<file path="src/rtl/cmpl_pkg.sv">
package cmpl_pkg;
   // per-channel nibble inside the output-control register
   localparam int NIB_W     = 4;
   localparam int F_MAINSEL = 0;
   localparam int F_CLRSRC  = 1;
   localparam int F_PINSEL  = 2;
   localparam int F_ANALOG  = 3;
   localparam int N_CHAN    = 2;

   // truth-table pick: index built from the inverted operands
   function automatic logic code_pick(input logic [3:0] code, input logic a, input logic b);
      logic [1:0] idx;
      idx = {~a, ~b};
      return code[idx];
   endfunction
endpackage

</file>
<file path="src/rtl/cmpl_regs.sv">
module cmpl_regs #(
   parameter int                ADDR_W    = 8,
   parameter int                DATA_W    = 8,
   parameter logic [ADDR_W-1:0] BASE_ADDR = 8'h7A
) (
   input  logic              clk,
   input  logic              rst_n,
   input  logic              we,
   input  logic [ADDR_W-1:0] addr,
   input  logic [DATA_W-1:0] wdata,
   output logic [DATA_W-1:0] rdata,
   output logic [1:0]        en_q,
   output logic [DATA_W-1:0] ctl_q,
   output logic [DATA_W-1:0] code_q,
   output logic              ctl_wr
);
   localparam logic [ADDR_W-1:0] A_EN   = BASE_ADDR;
   localparam logic [ADDR_W-1:0] A_CTL  = BASE_ADDR + ADDR_W'(1);
   localparam logic [ADDR_W-1:0] A_CODE = BASE_ADDR + ADDR_W'(2);
   localparam int                EN1_BIT = DATA_W / 2;

   logic hit_en, hit_ctl, hit_code;

   assign hit_en   = (addr == A_EN);
   assign hit_ctl  = (addr == A_CTL);
   assign hit_code = (addr == A_CODE);
   assign ctl_wr   = we && hit_ctl;

   always_ff @(posedge clk or negedge rst_n) begin
      if (!rst_n) begin
         en_q   <= '0;
         ctl_q  <= '0;
         code_q <= '0;
      end else if (we) begin
         if (hit_en)   en_q   <= {wdata[EN1_BIT], wdata[0]};
         if (hit_ctl)  ctl_q  <= wdata;
         if (hit_code) code_q <= wdata;
      end
   end

   always_comb begin
      rdata = '0;
      if (hit_en) begin
         rdata[0]       = en_q[0];
         rdata[EN1_BIT] = en_q[1];
      end
      if (hit_ctl)  rdata = ctl_q;
      if (hit_code) rdata = code_q;
   end
endmodule

</file>
<file path="src/rtl/cmpl_lut.sv">
module cmpl_lut #(
   parameter int CODE_W = 4
) (
   input  logic [CODE_W-1:0] code,
   input  logic              opa,
   input  logic              opb,
   output logic              y
);
   generate
      if (CODE_W != 4) begin : g_bad_width
         $error("cmpl_lut: CODE_W must be 4 for a two-input table");
      end
   endgenerate

   assign y = cmpl_pkg::code_pick(code, opa, opb);
endmodule

</file>
<file path="src/rtl/cmpl_chan.sv">
module cmpl_chan (
   input  logic clk,
   input  logic rst_n,
   input  logic own_fn,
   input  logic peer_rise,
   input  logic ctl_wr,
   input  logic sel_main,
   input  logic sel_pin,
   input  logic clr_src,
   output logic flag_q,
   output logic main_o,
   output logic pin_o
);
   logic clr;

   // the clear-source bit before any same-cycle write governs this edge
   assign clr = clr_src ? peer_rise : ctl_wr;

   always_ff @(posedge clk or negedge rst_n) begin
      if (!rst_n)      flag_q <= 1'b0;
      else if (clr)    flag_q <= 1'b0;
      else if (own_fn) flag_q <= 1'b1;
   end

   assign main_o = sel_main ? flag_q : own_fn;
   assign pin_o  = sel_pin  ? flag_q : own_fn;
endmodule

</file>
<file path="src/rtl/dual_cmp_combine.sv">
module dual_cmp_combine #(
   parameter int                ADDR_W    = 8,
   parameter int                DATA_W    = 8,
   parameter logic [ADDR_W-1:0] BASE_ADDR = 8'h7A
) (
   input  logic              clk,
   input  logic              rst_n,
   input  logic [1:0]        cmp_in,
   input  logic              bus_we,
   input  logic [ADDR_W-1:0] bus_addr,
   input  logic [DATA_W-1:0] bus_wdata,
   output logic [DATA_W-1:0] bus_rdata,
   output logic [1:0]        main_out,
   output logic [1:0]        pin_out,
   output logic [1:0]        ana_link
);
   import cmpl_pkg::*;

   localparam int NCH = N_CHAN;

   generate
      if (DATA_W != NCH * NIB_W) begin : g_bad_data
         $error("dual_cmp_combine: DATA_W must hold one nibble per channel");
      end
      if (ADDR_W < 7) begin : g_bad_addr
         $error("dual_cmp_combine: ADDR_W too small for the register window");
      end
   endgenerate

   logic [1:0]        en_q;
   logic [DATA_W-1:0] ctl_q;
   logic [DATA_W-1:0] code_q;
   logic              ctl_wr;
   logic [NCH-1:0]    opnd;
   logic [NCH-1:0]    fn_o;
   logic [NCH-1:0]    fn_d;
   logic [NCH-1:0]    rise;
   logic [NCH-1:0]    flag_q;

   cmpl_regs #(.ADDR_W(ADDR_W), .DATA_W(DATA_W), .BASE_ADDR(BASE_ADDR)) u_regs (
      .clk(clk), .rst_n(rst_n), .we(bus_we), .addr(bus_addr), .wdata(bus_wdata),
      .rdata(bus_rdata), .en_q(en_q), .ctl_q(ctl_q), .code_q(code_q), .ctl_wr(ctl_wr)
   );

   // a disabled channel presents 0 as its operand
   assign opnd = cmp_in & en_q;

   always_ff @(posedge clk or negedge rst_n) begin
      if (!rst_n) fn_d <= '0;
      else        fn_d <= fn_o;
   end

   assign rise = fn_o & ~fn_d;

   for (genvar c = 0; c < NCH; c++) begin : g_ch
      localparam int PEER = NCH - 1 - c;

      cmpl_lut #(.CODE_W(NIB_W)) u_lut (
         .code(code_q[c*NIB_W +: NIB_W]), .opa(opnd[0]), .opb(opnd[1]), .y(fn_o[c])
      );

      cmpl_chan u_chan (
         .clk(clk), .rst_n(rst_n),
         .own_fn(fn_o[c]), .peer_rise(rise[PEER]), .ctl_wr(ctl_wr),
         .sel_main(ctl_q[c*NIB_W + F_MAINSEL]),
         .sel_pin(ctl_q[c*NIB_W + F_PINSEL]),
         .clr_src(ctl_q[c*NIB_W + F_CLRSRC]),
         .flag_q(flag_q[c]), .main_o(main_out[c]), .pin_o(pin_out[c])
      );

      assign ana_link[c] = ctl_q[c*NIB_W + F_ANALOG];
   end
endmodule

</file>
<file path="config.mk">
export PLATFORM = sky130hd
export DESIGN_NAME = dual_cmp_combine
export DESIGN_NICKNAME = d
export VERILOG_FILES = /design/src/rtl/cmpl_pkg.sv /design/src/rtl/cmpl_regs.sv /design/src/rtl/cmpl_lut.sv /design/src/rtl/cmpl_chan.sv /design/src/rtl/dual_cmp_combine.sv
export SDC_FILE = /design/constraint.sdc
export NUM_CORES = 1
export LEC_CHECK = 0
export BUFFER_PORTS_ARGS = -buffer_cell sky130_fd_sc_hd__buf_2
export CORE_MARGIN = 2
export CORE_UTILIZATION = 40
export CTS_CLUSTER_SIZE = 24
export DETAILED_ROUTE_END_ITERATION = 8
export PLACE_DENSITY = 0.67
export SETUP_SLACK_MARGIN = 0.2
export SYNTH_ARGS = -nofsm -noshare
export SYNTH_HDL_FRONTEND = slang
export SYNTH_HIERARCHICAL = 1
export SYNTH_SLANG_ARGS = --single-unit
</file>
<file path="constraint.sdc">
create_clock -name clk -period 1.7 [get_ports clk]
set_clock_uncertainty 0.1 [all_clocks]
set_input_delay 0.34 -clock clk [delete_from_list [all_inputs] [get_ports clk]]
set_output_delay 0.34 -clock clk [all_outputs]
set_load 0.02 [all_outputs]
</file>
==> results.toml, run 1 <==
[run_status]
status = "finished with violations"
violations = "setup timing"

[floorplan]
fp.dieW_um = 58.3
initial_utilization_pct = 42.3
io_pins = 35
die_y_um = 58.3
rows = 19
core_sq_um = 2780
die_area_sq_um = 3390

[placed_design]
pre_cts_slack_ns = -0.291
numPortBuffers = 34
dpl.cell_count = 172
gp_congestion = 0.725
dpl.hpwl_um = 2130

[clocking]
root_buffer = "clkbuf_4"
numClockSinks = 22
cts_buffer_depth = 2
ctsHtreeMaxLevel = 1
cts_tree = "yes"
clk_pin_slew_worst_paths_ns = 0.11
cts_made_buffers = 3
clock_latency_ns = 0.30

[timing]
period_share_pct = 130
setup_violations = 8
relSlewSlack_pct = 66.7
hold_ws_ns = 0.177
worst_slew_pin_slew_ns = 0.499
hold_viol = 0
rsz0062_at_grt = "yes"
fin_crit_ns = 2.21
fmax_mhz = 453
timing.final.ws_setup_ns = -0.507
finalMaxSlewViolations = 0

[setup_path]
cp_cell_sequence = "and2_4, mux4_2, mux2_4, buf_6"
critPathKind = "register to output port"
cpLargestDelayFamily = "multiplexers"
max_stage_delay_ns = 0.53
ff2ff_setup_slack_ns = -0.15
required_ns = 1.26
cp.arrival_ns = 1.77
endpoint_kind = "output port"
critPathBufInv = 1
cp_max_fo = 3
start_kind = "register"
cp_slowest_cell = "mux4_2"

[pwr]
p_int_mw = 0.798
p_sw_mw = 0.289
p_seq_share_pct = 55.8
pwr-share-comb_pct = 23.2
vdd_drop_max_uv = 553
pwr_density_cell_nw_per_um2 = 575
switching_share_pct = 26.6
power.share.clock_pct = 21.0
p_leak_nw = 0.859

[global_route]
grt_pass1_vias = 1052
antenna_found_initial = 0
grt_max_degree = 23
grt_pass1_wl_um = 4770
grt_usage_pct = 18.9
grt-ovfl-total = 0

[synth]
netlist-cell-type-count = 23
ys_ff_latch = 22
syn_avg_cell_area_sq_um = 13.4
syn_area_sq_um = 1180
ys_seq_area_share_pct = 46.8
synth_nets = 109
synthCells = 88
yosysWarnings = 6

[job]
max_cap_viol_count = 0

[layout]
nNetsFinal = 174
finalNonFillerCells = 182
areaGrowthSynthToFinish_pct = 60.5
diodes = 0
drive_gt1_share_pct = 72.8
post-route-util_pct = 67.9
multiInputGateArea_sq_um = 753
seqCellArea_sq_um = 551
nFillCells = 210

[detailed_routing]
detail_route.iter0.violations = 12
wl_um = 3060
drc_errors = 0
ant_nets = 0
num_vias = 991
viasPerCell = 5.45
wire_per_inst_um = 16.8
firstDrtPassIters = 4

[min_path]
hold_class = "primary input to register"
==> power by group through the flow <==
| stage | clock, mW | sequential [mW] | combinational [mW] |
|---|---|---|---|
| 6_report | 0.228 | 0.607 | 0.252 |
| 5_1_grt | 0.259 | 0.613 | 0.269 |
| 4_1_cts | 0.246 | 0.607 | 0.237 |
| 3_5_place_dp | 0 | 0.615 | 0.205 |
| 3_3_place_gp | 0 | 0.610 | 0.199 |
| 2_1_floorplan | 0 | 0.606 | 0.101 |
==> cell families (layout without fill, tap and decap cells) <==
group,Yosys count,count (layout),synth area share [%]
multiplexers,26,26,27.2
flip-flops,22,22,46.8
AND/OR/NAND/NOR,26,27,17.4
AO/OA/AOI/OAI,12,12,7.23
buffers and inverters,2,64,1.38
==> per-stage QoR <==
| stage | power (mW) | setup TNS, ns | cell area [sq um] |
|---|---|---|---|
| 6_report | 1.09 | -2.48 | 1890 |
| 5_1_grt | 1.14 | -3.16 | 1890 |
| 4_1_cts | 1.09 | -2.44 | 1820 |
| 3_5_place_dp | 0.819 | -2.38 | 1620 |
| 3_3_place_gp | 0.809 | -1.94 | 1620 |
| 2_1_floorplan | 0.707 | -0.305 | 1270 |
==> state kept, by name, indices dropped and copies added (netlist names) <==
name and flops:
u_regs/code_q 8, u_regs/ctl_q 8, fn_d 2, g_ch.u_chan/flag_q 2
u_regs/en_q 2
==> path summary, 6_finish.rpt <==
| kind | start | endpoint | depth (start not counted) |
|---|---|---|---|
| setup / recovery | u_regs/en_q[1] | main_out[0] | 4 |
| hold / removal | bus_wdata[7] | u_regs/ctl_q[7] | 2 |
| setup reg to reg | u_regs/en_q[1] | g_ch[1].u_chan/flag_q | 7 |
| hold reg to reg | g_ch[0].u_chan/flag_q | g_ch[0].u_chan/flag_q | 1 |
| max in group asynchronous | rst_n | u_regs/ctl_q[3] | 2 |
| min in group asynchronous | rst_n | fn_d[0] | 2 |
==> what timing repair did <==
item	CTS	global route
cloned	0	1
setup buffers	2	3
hold endpoints to repair	22	0
pin swaps	13	10
gates resized for setup	43	10
hold buffers	1	0
setup endpoints to repair	14	14
==> cells in the mapped netlist <==
cell type,instances,share of area [%]
dfrtp_1,22,47
mux2_2,18,17
nor2_1,7,2.2
a22oi_1,6,3.8
nand2_1,4,1.3
nand3b_1,4,2.6
a21o_1,2,1.3
a21oi_1,2,0.85
and2_1,2,1.1
mux2_1,2,1.9
mux2_4,2,2.6
mux2i_1,2,1.7
mux4_2,2,3.8
nand4_4,2,3.6
nor2b_4,2,2.3
o21a_1,2,1.3
and3b_1,1,0.74
and4b_1,1,0.85
buf_2,1,0.42
buf_6,1,0.96
nand4_1,1,0.53
nor3b_1,1,0.64
nor3b_4,1,1.6
==> cell type report <==
type,count,share of cell area (%)
timing repair buffer,61,27.7
clock buffer,3,1.19
multi-input combinational,65,39.9
tap,31,2.05
sequential,22,29.1
==> layer usage <==
metal  track usage, %  share of wire, %
met1             22.9                40
met2             32.8                56
met3             5.13               3.5
met4             5.65              0.95
met5                0                 0
==> worst reg2reg max path, delay by kind of cell (launching register included) <==
family | cells | cell delay, ns
mux | 2 | 0.66
flops | 1 | 0.36
compound gates | 1 | 0.13
buf+inv | 2 | 0.29
simple gates | 2 | 0.27
==> cells in the final DEF, fill, tap and decap left out, types with 2 or more instances in the layout <==
cell,count
mux2_4,5
mux4_2,2
nor2_4,6
mux2_2,17
buf_6,27
a22oi_2,6
nand3b_1,4
dfrtp_1,22
nand4_4,2
a21o_1,2
mux2i_1,2
nand2_1,3
o21a_1,2
clkbuf_4,3
buf_2,18
buf_4,14
nor2b_4,2
a21oi_4,2
Note: power is estimated with default switching activity, not from simulation.
==> run 2: changes to the inputs <==
- CORE_UTILIZATION: 40 -> 45
- PLACE_DENSITY: 0.67 -> 0.74
==> run 2 against run 1 <==
Against the previous run:
- the run still ends with setup timing left
- utilization is 7.7 points higher
- final cell count is 1.1% lower
- global-route usage is 3.9 points higher
- flip-flop and latch count stayed put
- setup slack worse by 0.033 ns
- die area is 10% lower
- fmax is 1.5% lower
- sequential power hardly changed
- wire length is 2.2% higher
- power is 5.2% higher
- hold slack worse by 0.0070 ns
- first-iteration DRC count stayed put
==> results.toml, run 2 (synthesis results as in run 1) <==
[layout]
finalInstanceArea_sq_um = 1870
areaGrowthSynthToFinish_pct = 59.2
post-route-util_pct = 75.7
final_common_cell = "buf_6"
mostFrequentLayoutCells = "buf_6, dfrtp_1, buf_2, mux2_2, buf_4"
nNetsFinal = 172
reg_top3 = "u_regs/code_q x8, u_regs/ctl_q x8"
seqCellArea_sq_um = 551
diodes = 0
nFillCells = 163
drive_gt1_share_pct = 73.3
multiInputGateArea_sq_um = 751

[detailed_routing]
firstDrtPassIters = 3
wire_per_inst_um = 17.4
drc_errors = 0
wl_um = 3130
num_vias = 974
detail_route.iter0.violations = 12
viasPerCell = 5.41
ant_nets = 0

[floorplan]
initial_utilization_pct = 47.5
core_sq_um = 2480
die_y_um = 55.2
rows = 18
fp.dieW_um = 55.2
io_pins = 35
die_area_sq_um = 3040

[run_status]
violations = "setup timing"
status = "finished with violations"

[timing]
setup_violations = 8
relSlewSlack_pct = 66.5
finalMaxSlewViolations = 0
hold_viol = 0
hold_ws_ns = 0.170
fmax_mhz = 446
fin_crit_ns = 2.24
worst_slew_pin_slew_ns = 0.503
timing.final.ws_setup_ns = -0.540
period_share_pct = 132
rsz0062_at_grt = "yes"

[pwr]
vdd_drop_max_uv = 750
pwr_density_cell_nw_per_um2 = 610
p_total_mw = 1.14
p_leak_nw = 0.849

[setup_path]
endpoint_kind = "output port"
critPathKind = "register to output port"
critPathBufInv = 1
cp_slowest_cell = "mux4_2"
r2r_start = "u_regs/en_q[1]"
max_stage_delay_ns = 0.53
start_kind = "register"
cp-startpoint = "u_regs/en_q[1]"
cp_max_fo = 3
cp.arrival_ns = 1.80
required_ns = 1.26
cpLargestDelayFamily = "multiplexers"
cp_cell_sequence = "and2_4, mux4_2, mux2_4, buf_6"

[global_route]
grt-ovfl-total = 0
grt_pass1_vias = 978
grt_usage_pct = 22.8
antenna_found_initial = 0
grt_pass1_wl_um = 4750
grt_max_degree = 23

[clocking]
cts_tree = "yes"
clk_pin_slew_worst_paths_ns = 0.13
root_buffer = "clkbuf_4"
cts_buffer_depth = 2
ctsHtreeMaxLevel = 1
clock_latency_ns = 0.31
numClockSinks = 22
cts_made_buffers = 3

[min_path]
hold_class = "primary input to register"
hold_start = "bus_wdata[2]"

[placed_design]
pre_cts_slack_ns = -0.285
gp_congestion = 0.732
numPortBuffers = 34
post_dp_cell_area_sq_um = 1610
dpl.hpwl_um = 2160

[job]
max_cap_viol_count = 0
-- run 2: cell count changes in the layout (fill, tap and decap cells not counted) --
cell	delta
and3b_1	-1
buf_6	-2
buf_2	+1
clkbuf_8	+1
mux2_4	-1
mux2_2	+1
buf_4	-1
and3b_2	+1
-- run 2: worst paths after layout --
kind	to	slack, ns	cells after the start
worst min register to register	g_ch[1].u_chan/flag_q	0.44	1
worst min-delay path	u_regs/ctl_q[2]	0.17	2
worst max-delay path	pin_out[0]	-0.54	4
min in group asynchronous	u_regs/ctl_q[0]	0.41	2
worst max register to register	g_ch[1].u_chan/flag_q	-0.30	8
max in group asynchronous	u_regs/code_q[5]	0.74	2
-- run 2: report_power, final --
group          total (mW)  internal [mW]  switching (mW)
clock               0.289          0.131           0.158
sequential          0.608          0.566          0.0416
combinational       0.247          0.145           0.102
-- run 2: area by class of cell --
class                      count  share of cell area [%]
tap                           30                    2.00
timing repair buffer          59                    26.6
multi-input combinational     65                    40.1
clock buffer                   4                    1.94
sequential                    22                    29.4
-- run 2: per-stage QoR --
step	instances	setup TNS, ns
detailed placement	170	-2.50
finish	180	-2.79
floorplan	88	-0.305
CTS	178	-2.56
global placement	170	-1.82
global route	180	-3.43
-- run 2: worst register-to-register path, delay by kind of cell (launching register included) --
family	cells	cell delay (ns)
and+or+nand+nor	2	0.28
buffers and inverters	3	0.39
muxes	2	0.68
DFF	1	0.38
AOI/OAI and AO/OA	1	0.14
-- run 2: layer usage --
metal  GRT usage (%)  wire length, um  part of all wire, %  up-vias
met3            4.84              115                  3.7        0
met4            1.22                0                    0        0
met1            28.5             1290                   41      493
met5               0                0                    0        -
met2            42.1             1720                   55       22
li1                -                -                    -      459
-- run 2: timing repair --
item                                    4_1_cts  5_1_grt
endpoints found under the setup margin       14       15
gates resized for setup                      46        4
hold buffers                                  1        0
endpoints found under the hold margin        22        0
setup buffers                                 2        2
gates cloned                                  1        0
pin swaps                                    11        4
